==> config.mk <==
export PLATFORM = sky130hd
export DESIGN_NAME = disp_irq_status
export DESIGN_NICKNAME = d
export VERILOG_FILES = /design/src/rtl/disp_irq_pkg.sv /design/src/rtl/disp_irq_chan_evt.sv /design/src/rtl/disp_irq_id_pick.sv /design/src/rtl/disp_irq_line.sv /design/src/rtl/disp_irq_status.sv
export SDC_FILE = /design/constraint.sdc
export NUM_CORES = 1
export LEC_CHECK = 0
export BUFFER_PORTS_ARGS = -buffer_cell sky130_fd_sc_hd__buf_2
export CAP_MARGIN = 5
export CELL_PAD_IN_SITES_DETAIL_PLACEMENT = 1
export CELL_PAD_IN_SITES_GLOBAL_PLACEMENT = 1
export CORE_ASPECT_RATIO = 1.2
export CORE_MARGIN = 10
export CORE_UTILIZATION = 38
export DETAILED_ROUTE_END_ITERATION = 10
export PLACE_DENSITY_LB_ADDON = 0.1
export SETUP_SLACK_MARGIN = 0.5
export SYNTH_ARGS = -nofsm -noshare
export SYNTH_HDL_FRONTEND = slang
export SYNTH_SLANG_ARGS = --single-unit
==> constraint.sdc <==
create_clock -name clk_i -period 4 [get_ports clk_i]
set_input_delay 0.8 -clock clk_i [delete_from_list [all_inputs] [get_ports clk_i]]
set_output_delay 0.8 -clock clk_i [all_outputs]
set_load 0.1 [all_outputs]
==> src/rtl/disp_irq_pkg.sv <==
`timescale 1ns/1ps
package disp_irq_pkg;
   localparam int REG_W = 32;

   // status word 0 bit positions (decoded by software)
   localparam int B_DONE    = 0;
   localparam int B_SOF0    = 1;
   localparam int B_BUSERR  = 2;
   localparam int B_ACBIAS  = 3;
   localparam int B_UND0    = 4;
   localparam int B_UND1    = 5;
   localparam int B_OUTUND  = 6;
   localparam int B_QDIS    = 7;
   localparam int B_EOF0    = 8;
   localparam int B_BRS0    = 9;
   localparam int B_SINT    = 10;
   localparam int B_RDSTAT  = 11;
   localparam int B_CMD     = 12;
   localparam int BERCH_LSB = 28;
   localparam int BERCH_W   = 3;

   // control 0: bit 0 enable, mask for status 0 bit k at bit k+MASK_OFS
   localparam int MASK_OFS      = 16;
   localparam int UND1_MASK_BIT = 24;   // lives in control 5
   localparam logic [REG_W-1:0] S0_LINE_SRC = 32'h0000_1BD3;
   localparam logic [REG_W-1:0] CTL0_WMASK  = (S0_LINE_SRC << MASK_OFS) | 32'h1;
   localparam logic [REG_W-1:0] CTL5_WMASK  = 32'h3F3F_3F3F;
   localparam logic [REG_W-1:0] S0_CLRMASK  = 32'h0000_0FFF;
   localparam logic [REG_W-1:0] S1_CLRMASK  = 32'h003E_3F3F;
   localparam logic [REG_W-1:0] BERCH_FIELD = 32'h7000_0000;

   // status word 1 offsets relative to channel number
   localparam int S1_SOF_OFS = -1;
   localparam int S1_EOF_OFS = 7;
   localparam int S1_BRS_OFS = 15;

   typedef enum logic [2:0] {
      SEL_CTL0  = 3'd0,
      SEL_CTL5  = 3'd1,
      SEL_STAT0 = 3'd2,
      SEL_STAT1 = 3'd3,
      SEL_IDENT = 3'd4
   } reg_sel_e;
endpackage

==> src/rtl/disp_irq_chan_evt.sv <==
`timescale 1ns/1ps
module disp_irq_chan_evt
   import disp_irq_pkg::*;
#(
   parameter int CH = 0
)(
   input  logic             sof_i,
   input  logic             eof_i,
   input  logic             brs_i,
   input  logic             ber_i,
   input  logic [2:0]       msk_i,    // {brs, eof, sof}, 1 = masked
   output logic [REG_W-1:0] set0_o,
   output logic [REG_W-1:0] set1_o,
   output logic             hit_o
);
   // bus error counts as unmasked for capture purposes
   assign hit_o = (sof_i & ~msk_i[0]) | (eof_i & ~msk_i[1]) |
                  (brs_i & ~msk_i[2]) | ber_i;

   generate
      if (CH == 0) begin : g_base
         always_comb begin
            set0_o           = '0;
            set0_o[B_SOF0]   = sof_i;
            set0_o[B_EOF0]   = eof_i;
            set0_o[B_BRS0]   = brs_i;
            set0_o[B_BUSERR] = ber_i;
            set1_o           = '0;
         end
      end else begin : g_side
         localparam int SB = CH + S1_SOF_OFS;
         localparam int EB = CH + S1_EOF_OFS;
         localparam int BB = CH + S1_BRS_OFS;
         always_comb begin
            set0_o           = '0;
            set0_o[B_BUSERR] = ber_i;
            set1_o           = '0;
            set1_o[SB]       = sof_i;
            set1_o[EB]       = eof_i;
            set1_o[BB]       = brs_i;
         end
      end
   endgenerate
endmodule

==> src/rtl/disp_irq_id_pick.sv <==
`timescale 1ns/1ps
module disp_irq_id_pick #(
   parameter int NUM_CH = 7,
   parameter int ID_W   = 32
)(
   input  logic [NUM_CH-1:0]      hit_i,
   input  logic [NUM_CH*ID_W-1:0] fid_i,
   input  logic                   line_i,
   output logic                   cap_o,
   output logic [ID_W-1:0]        id_o,
   output logic                   sint_o
);
   logic any_hit;
   assign any_hit = |hit_i;
   assign cap_o   = any_hit & ~line_i;
   assign sint_o  = any_hit & line_i;

   // walk downwards so the lowest active channel is the last to write
   always_comb begin
      id_o = '0;
      for (int c = NUM_CH - 1; c >= 0; c--) begin
         if (hit_i[c]) id_o = fid_i[c*ID_W +: ID_W];
      end
   end
endmodule

==> src/rtl/disp_irq_line.sv <==
`timescale 1ns/1ps
module disp_irq_line
   import disp_irq_pkg::*;
(
   input  logic             clk_i,
   input  logic             rst_ni,
   input  logic [REG_W-1:0] stat0_i,
   input  logic [REG_W-1:0] stat1_i,
   input  logic [REG_W-1:0] ctl0_i,
   input  logic [REG_W-1:0] ctl5_i,
   output logic             irq_o
);
   logic base_act, und1_act, side_act, line_d;

   assign base_act = |(stat0_i & S0_LINE_SRC & ~(ctl0_i >> MASK_OFS));
   assign und1_act = stat0_i[B_UND1] & ~ctl5_i[UND1_MASK_BIT];
   assign side_act = |(stat1_i & ~ctl5_i);
   assign line_d   = base_act | und1_act | side_act;

   always_ff @(posedge clk_i or negedge rst_ni) begin
      if (!rst_ni) irq_o <= 1'b0;
      else         irq_o <= line_d;
   end
endmodule

==> src/rtl/disp_irq_status.sv <==
`timescale 1ns/1ps
module disp_irq_status
   import disp_irq_pkg::*;
#(
   parameter int NUM_CH = 7,
   parameter int ID_W   = 32
)(
   input  logic                   clk_i,
   input  logic                   rst_ni,
   input  logic                   reg_wr_i,
   input  logic [2:0]             reg_sel_i,
   input  logic [REG_W-1:0]       reg_wdata_i,
   output logic [REG_W-1:0]       reg_rdata_o,
   input  logic [NUM_CH-1:0]      ev_sof_i,
   input  logic [NUM_CH-1:0]      ev_eof_i,
   input  logic [NUM_CH-1:0]      ev_brs_i,
   input  logic [NUM_CH-1:0]      ev_buserr_i,
   input  logic [NUM_CH*ID_W-1:0] ev_fid_i,
   input  logic                   ev_done_i,
   input  logic                   ev_acbias_i,
   input  logic [1:0]             ev_under_i,
   input  logic                   ev_outunder_i,
   input  logic                   ev_rdstat_i,
   input  logic                   ev_cmd_i,
   output logic                   irq_o
);
   localparam int FID_W = NUM_CH * ID_W;

   if (NUM_CH < 2 || NUM_CH > 7) begin : g_bad_ch
      $error("disp_irq_status: NUM_CH must be 2..7");
   end
   if (ID_W < 1 || ID_W > REG_W) begin : g_bad_id
      $error("disp_irq_status: ID_W must be 1..32");
   end

   logic [REG_W-1:0] ctl0_q, ctl5_q, stat0_q, stat1_q, ident_q;
   logic [REG_W-1:0] stat0_d, stat1_d, evt0, evt1, clr0, clr1;
   logic [REG_W-1:0] ch_set0 [NUM_CH];
   logic [REG_W-1:0] ch_set1 [NUM_CH];
   logic [NUM_CH-1:0] ch_hit;
   logic [BERCH_W-1:0] berch;
   logic              id_cap, sint_set;
   logic [ID_W-1:0]   id_new;
   logic              wr_ctl0, wr_ctl5, wr_s0, wr_s1, qdis_set;

   // per-channel event decode; the mask source differs for the base plane
   for (genvar c = 0; c < NUM_CH; c++) begin : g_ch
      logic [2:0] msk;
      if (c == 0) begin : g_m0
         assign msk = {ctl0_q[B_BRS0 + MASK_OFS], ctl0_q[B_EOF0 + MASK_OFS],
                       ctl0_q[B_SOF0 + MASK_OFS]};
      end else begin : g_mn
         assign msk = {ctl5_q[c + S1_BRS_OFS], ctl5_q[c + S1_EOF_OFS],
                       ctl5_q[c + S1_SOF_OFS]};
      end
      disp_irq_chan_evt #(.CH(c)) u_evt (
         .sof_i  (ev_sof_i[c]),
         .eof_i  (ev_eof_i[c]),
         .brs_i  (ev_brs_i[c]),
         .ber_i  (ev_buserr_i[c]),
         .msk_i  (msk),
         .set0_o (ch_set0[c]),
         .set1_o (ch_set1[c]),
         .hit_o  (ch_hit[c])
      );
   end

   disp_irq_id_pick #(.NUM_CH(NUM_CH), .ID_W(ID_W)) u_pick (
      .hit_i  (ch_hit),
      .fid_i  (ev_fid_i[FID_W-1:0]),
      .line_i (irq_o),
      .cap_o  (id_cap),
      .id_o   (id_new),
      .sint_o (sint_set)
   );

   disp_irq_line u_line (
      .clk_i   (clk_i),
      .rst_ni  (rst_ni),
      .stat0_i (stat0_q),
      .stat1_i (stat1_q),
      .ctl0_i  (ctl0_q),
      .ctl5_i  (ctl5_q),
      .irq_o   (irq_o)
   );

   assign wr_ctl0  = reg_wr_i && (reg_sel_e'(reg_sel_i) == SEL_CTL0);
   assign wr_ctl5  = reg_wr_i && (reg_sel_e'(reg_sel_i) == SEL_CTL5);
   assign wr_s0    = reg_wr_i && (reg_sel_e'(reg_sel_i) == SEL_STAT0);
   assign wr_s1    = reg_wr_i && (reg_sel_e'(reg_sel_i) == SEL_STAT1);
   assign qdis_set = wr_ctl0 && ctl0_q[0] && !reg_wdata_i[0];

   always_comb begin
      evt0  = '0;
      evt1  = '0;
      berch = '0;
      for (int c = 0; c < NUM_CH; c++) begin
         evt0 = evt0 | ch_set0[c];
         evt1 = evt1 | ch_set1[c];
         if (ev_buserr_i[c]) berch = berch | BERCH_W'(c);
      end
      evt0[B_DONE]   = ev_done_i;
      evt0[B_ACBIAS] = ev_acbias_i;
      evt0[B_UND0]   = ev_under_i[0];
      evt0[B_UND1]   = ev_under_i[1];
      evt0[B_OUTUND] = ev_outunder_i;
      evt0[B_RDSTAT] = ev_rdstat_i;
      evt0[B_CMD]    = ev_cmd_i;
      evt0[B_QDIS]   = qdis_set;
      evt0[B_SINT]   = sint_set;
      evt0[BERCH_LSB +: BERCH_W] = berch;
   end

   always_comb begin
      clr0 = '0;
      clr1 = '0;
      if (wr_s0) begin
         clr0 = reg_wdata_i & S0_CLRMASK;
         if (reg_wdata_i[B_BUSERR]) clr0 = clr0 | BERCH_FIELD;
      end
      if (wr_s1) clr1 = reg_wdata_i & S1_CLRMASK;
      // a new event outranks a same-cycle clear
      stat0_d = (stat0_q & ~clr0) | evt0;
      stat1_d = (stat1_q & ~clr1) | evt1;
   end

   always_ff @(posedge clk_i or negedge rst_ni) begin
      if (!rst_ni) begin
         ctl0_q  <= '0;
         ctl5_q  <= '0;
         stat0_q <= '0;
         stat1_q <= '0;
         ident_q <= '0;
      end else begin
         if (wr_ctl0) ctl0_q <= reg_wdata_i & CTL0_WMASK;
         if (wr_ctl5) ctl5_q <= reg_wdata_i & CTL5_WMASK;
         stat0_q <= stat0_d;
         stat1_q <= stat1_d;
         if (id_cap) ident_q <= REG_W'(id_new);
      end
   end

   always_comb begin
      unique case (reg_sel_i)
         SEL_CTL0:  reg_rdata_o = ctl0_q;
         SEL_CTL5:  reg_rdata_o = ctl5_q;
         SEL_STAT0: reg_rdata_o = stat0_q;
         SEL_STAT1: reg_rdata_o = stat1_q;
         SEL_IDENT: reg_rdata_o = ident_q;
         default:   reg_rdata_o = '0;
      endcase
   end
endmodule

======== Word-level counts from Yosys, hierarchy flattened ========
Index checks and enable logic that the tools add are counted.
word-level totals
  bits in registers ....................... 131
  latch bits .............................. 0
  memory bits (writable) .................. 0
  ROM bits ................................ 0
  input port bits ......................... 297
  memories ................................ 0
operators by class
  $add $sub $neg .......................... 0
  multipliers ............................. 0
  divide/modulo/power cells ............... 0
  $lt $le $gt $ge ......................... 0
  equal/unequal tests ..................... 4
  shifts and indexed selects .............. 0
  mux-type cells .......................... 17
  bitwise gates (word level) .............. 91
  reductions and logical operators ........ 11
operators with widths
  cell               count
  $mux W32           8
  $pmux W32 S5       1
  $and A32 B32 Y32   3
  $reduce_or A32 Y1  2
  $or A10 B3 Y10     6
  $and A13 B32 Y32   1
  $not A13 Y32       1
  $not A22 Y32       1
  $not A30 Y32       1
  $not A32 Y32       1
  $or A32 B22 Y32    1
  $or A32 B31 Y32    1
  $mux W31           1
  $and A1 B1 Y1      24
  $not A1 Y1         23
  $or A1 B1 Y1       23
  $mux W22           1
  $or A21 B22 Y22    1
  $or A20 B21 Y21    1
  $or A19 B20 Y20    1
  $or A18 B19 Y19    1
  $or A17 B18 Y18    1
  $mux W3            3
  $reduce_or A7 Y1   1
  other kinds (8)    15

======== Logic depth before layout (Yosys ltp) ========
  word-level depth ........................ 12
  depth in mapped cells ................... 9
  mapped depth without buffers ............ 5

======== Hierarchy ========
Synthesis repeated with hierarchy kept, for this count alone.
unflattened totals
  cells, all modules ...................... 1385
  area total of the unflattened synthesis .. 11906.4 µm²
modules (own cells, without submodules)
  module             instances  cells an instance  area each (µm²)  sequential area each (µm²)
  disp_irq_status    1          560                6221.0           3253.1
  disp_irq_chan_evt  7          69                 510.5            0.0
  disp_irq_id_pick   1          278                1747.9           0.0
  disp_irq_line      1          64                 364.1            25.0

======== Least setup slack after synthesis ========
Ideal clock, no wire load.
  kind .................................... input -> output
  start ................................... input port reg_sel_i[1]
  end ..................................... output port reg_rdata_o[28]
  arrival ................................. 3.854 ns
  required time ........................... 3.200 ns
  path slack .............................. -0.654 ns
  stages on the path ...................... 5
  buffers on the path ..................... 2
  path through ............................ buf_1 -> nor2b_1 -> clkbuf_1 -> a21oi_1 -> o21ai_0
between the ends
  word-level cells in the longest chain between the ends .. 2
ends and longest elaborated chain
  what                                        RTL line                RTL
  start, declared                             disp_irq_status.sv:11   input logic [2:0] reg_sel_i,
  $eq A3 B3 Y1, or another cell as far along  disp_irq_status.sv:144  unique case (reg_sel_i)
  $pmux W32 S5 *                              disp_irq_status.sv:144
  end, declared                               disp_irq_status.sv:13   output logic [REG_W-1:0] reg_rdata_o,
Mark *: on every way between the ends. The rest lies on a longest branch, timed or not.

======== Worst setup path after layout ========
  start ................................... input port reg_sel_i[0]
  end ..................................... output port reg_rdata_o[19]
The elaborated chain is that of the path after synthesis.

==> results.sh <==
export IMPL_dp_cells=1418
export IMPL_overflow=0
export IMPL_drc=0
export IMPL_synth_area_per_cell_um2=8.79
export IMPL_async_reset_ff_share_pct=100
export IMPL_cts_clk_slew_worst_paths_ns=0.07
export IMPL_start_util_pct=38.4
export IMPL_hold_viol=0
export IMPL_fillers=2517
export IMPL_startpoint_type="primary input"
export IMPL_crit_path_end_kind="output pin"
export IMPL_cts_tree="yes"
export IMPL_die_w_um=152
export IMPL_arrival_ns=2.45
export IMPL_clock_latency_ns=0.34
export IMPL_synth_edff_count=0
export IMPL_fin_crit_sh_pct=81.2
export IMPL_detail_route_antenna_nets=0
export IMPL_wl_per_cell_um=28.4
export IMPL_drive_above_1_share_pct=38.1
export IMPL_grt_pass1_wl_um=61700
export IMPL_worst_pin_slew_ns=1.02
export IMPL_antenna_found_initial=8
export IMPL_fmax_mhz=308
export IMPL_netlist_instances=911
export IMPL_io_pin_count=330
export IMPL_post_cts_setup_buffers=0
export IMPL_routed_wl_um=40900
export IMPL_finalSetupViolCount=0
export IMPL_num_vias=9507
export IMPL_first_iter_violations=590
export IMPL_crit_fanout=18
export IMPL_synth_seq_cells=101
export IMPL_max_cap_viol_count=0
export IMPL_dieArea_mm2=0.0273
export IMPL_io_buffers=325
export IMPL_die_y_um=179
export IMPL_grt_max_degree=98
export IMPL_viasPerCell=6.60
export IMPL_crit_type="in -> out"
export IMPL_cp_data_required_time_ns=3.20
export IMPL_period_needed_ns=3.25
export IMPL_ctsResizeCount=0
export IMPL_fin_nets=1456
export IMPL_ys_types=43
export IMPL_coreArea_mm2=0.0208
export IMPL_final_common_cell="buf_2"
export IMPL_postCtsHoldBufs=0
export IMPL_grt_usage_pct=28.3
export IMPL_synthToLayoutAreaGrowth_pct=32.2
export IMPL_first_global_vias=9852
export IMPL_htreeDepth=3
export IMPL_hold_path_class="reg -> reg"
export IMPL_slew_headroom_pct=31.8
export IMPL_synthFlopType="dfrtp_1"
export IMPL_drtPass1Iterations=5
export IMPL_rsz0062_at_grt="false"
export IMPL_layout_common_cells="buf_2, dfrtp_1, o41ai_1, a41oi_1, o211ai_1"
export IMPL_vdd_drop_max_v=0.000228
export IMPL_final_cells=1441
export IMPL_dp_hpwl_um=30800
export IMPL_place_gp_congestion=0.903
export IMPL_ys_warn_count=0
export IMPL_clock_skew_ns=0.00750
export IMPL_rows=58
export IMPL_synth_seq_area_share_pct=31.6
export IMPL_slew_violations=0
export IMPL_cts_buffers=9
export IMPL_clock_root_buffer="clkbuf_16"
export IMPL_syn_area_mm2=0.00801
export IMPL_fin_setup_tns_ns=0
export IMPL_p_leak_nw=4.40
export IMPL_clock_sinks=101
export IMPL_powerDensity_mw_per_mm2=342
export IMPL_holdWs_ns=0.498
export IMPL_cts_buffer_depth=2
export IMPL_synth_fp_nets=1208
export IMPL_run_status="completed"
==> kinds of logic (layout without fill, tap and decap cells) <==
group                  count (synthesis)  count (layout)  share of synthesized area, %
other                                  0               7                             0
AO/OA/AOI/OAI                        451             451                          45.1
flip-flops                           101             101                          31.6
AND/OR/NAND/NOR                      117             117                          7.32
buffers and inverters                190             443                          9.08
multiplexers                          52              52                          6.92
==> per-layer routing <==
layer / routed length (µm) / up-vias / GRT usage, %
met1: 16300 / 4745 / 36.3
li1: - / 4187 / -
met2: 20100 / 519 / 47.5
met3: 3500 / 54 / 5.66
met5: 11 / - / 0
met4: 940 / 2 / 8.47
==> per-stage QoR <==
step / utilization, % / setup WS [ns] / power, W / cell area (µm²)
after global routing: 50.8 / 0.662 / 0.00378 / 10600
after detailed placement: 49.2 / 0.789 / 0.00270 / 10300
after global placement: 49.2 / 0.791 / 0.00268 / 10300
after floorplan: - / -0.215 / 0.00212 / 8120
after CTS: 50.7 / 0.757 / 0.00361 / 10600
final: 50.8 / 0.751 / 0.00362 / 10600
==> final timing paths <==
kind | to | cells past startpoint | startpoint | slack (ns)
hold reg to reg | stat0_q[28] | 1 | stat0_q[28] | 0.50
hold / removal | stat0_q[28] | 1 | stat0_q[28] | 0.50
setup / recovery | reg_rdata_o[19] | 7 | reg_sel_i[0] | 0.75
max in group asynchronous | stat1_q[11] | 2 | rst_ni | 2.65
min in group asynchronous | ident_q[27] | 1 | rst_ni | 0.52
setup reg to reg | ident_q[14] | 8 | ctl5_q[16] | 1.40
==> synthesized netlist by cell type, types with 2 or more instances <==
cell type / instances / area, µm²
mux2i_1: 25 / 250
clkbuf_1: 111 / 417
and4_1: 3 / 26.3
nand2b_1: 9 / 56.3
o21ai_0: 16 / 80.1
buf_2: 8 / 40.0
a211oi_1: 32 / 240
o22ai_1: 20 / 125
a221oi_1: 34 / 298
a41oi_1: 64 / 561
nor3_1: 4 / 20.0
or4_1: 4 / 30.0
a22oi_1: 16 / 120
buf_1: 7 / 26.3
nand2_1: 47 / 176
or2_2: 2 / 12.5
nor2b_1: 18 / 113
a21oi_1: 9 / 45.0
a2111oi_2: 2 / 30.0
o2111ai_1: 32 / 280
nor4_1: 2 / 12.5
a2bb2oi_1: 32 / 280
o41ai_1: 64 / 561
mux2_2: 27 / 304
o21a_1: 32 / 240
and3_1: 3 / 18.8
nor2_1: 20 / 75.1
dfrtp_1: 101 / 2530
o211ai_1: 64 / 480
a2111o_1: 2 / 22.5
a21o_1: 27 / 203
inv_1: 63 / 236
==> final cells by class <==
| cell class | instances | area (µm²) | share of cell area (%) |
|---|---|---|---|
| flip-flops and latches | 101 | 2530 | 23.9 |
| clock inverters | 6 | 68.8 | 0.650 |
| inverters | 63 | 236 | 2.23 |
| repair buffers | 364 | 2230 | 21.1 |
| diodes | 7 | 17.5 | 0.166 |
| multi-input cells | 620 | 4920 | 46.5 |
| well taps | 270 | 338 | 3.19 |
| clock buffers | 10 | 239 | 2.26 |
==> critical path: stages <==
cell and delay [ns]:
buf_2 0.32, buf_4 0.39, nor2_1 0.14, and2_1 0.22
nand2_1 0.08, o21ai_0 0.22, buf_12 0.26
==> state kept, by name, summed over array words and instances (netlist names) <==
name          count
ident_q          32
ctl5_q           24
stat1_q          18
stat0_q          16
ctl0_q           10
u_line.irq_o      1
==> where the power goes <==
part           internal [W]  switching (W)  total (W)  leakage [nW]
clock              0.000508       0.000408   0.000916         0.150
combinational      0.000499       0.000954    0.00145          3.15
sequential          0.00113       0.000122    0.00126          1.10
Power figures use the tool's default switching activity.
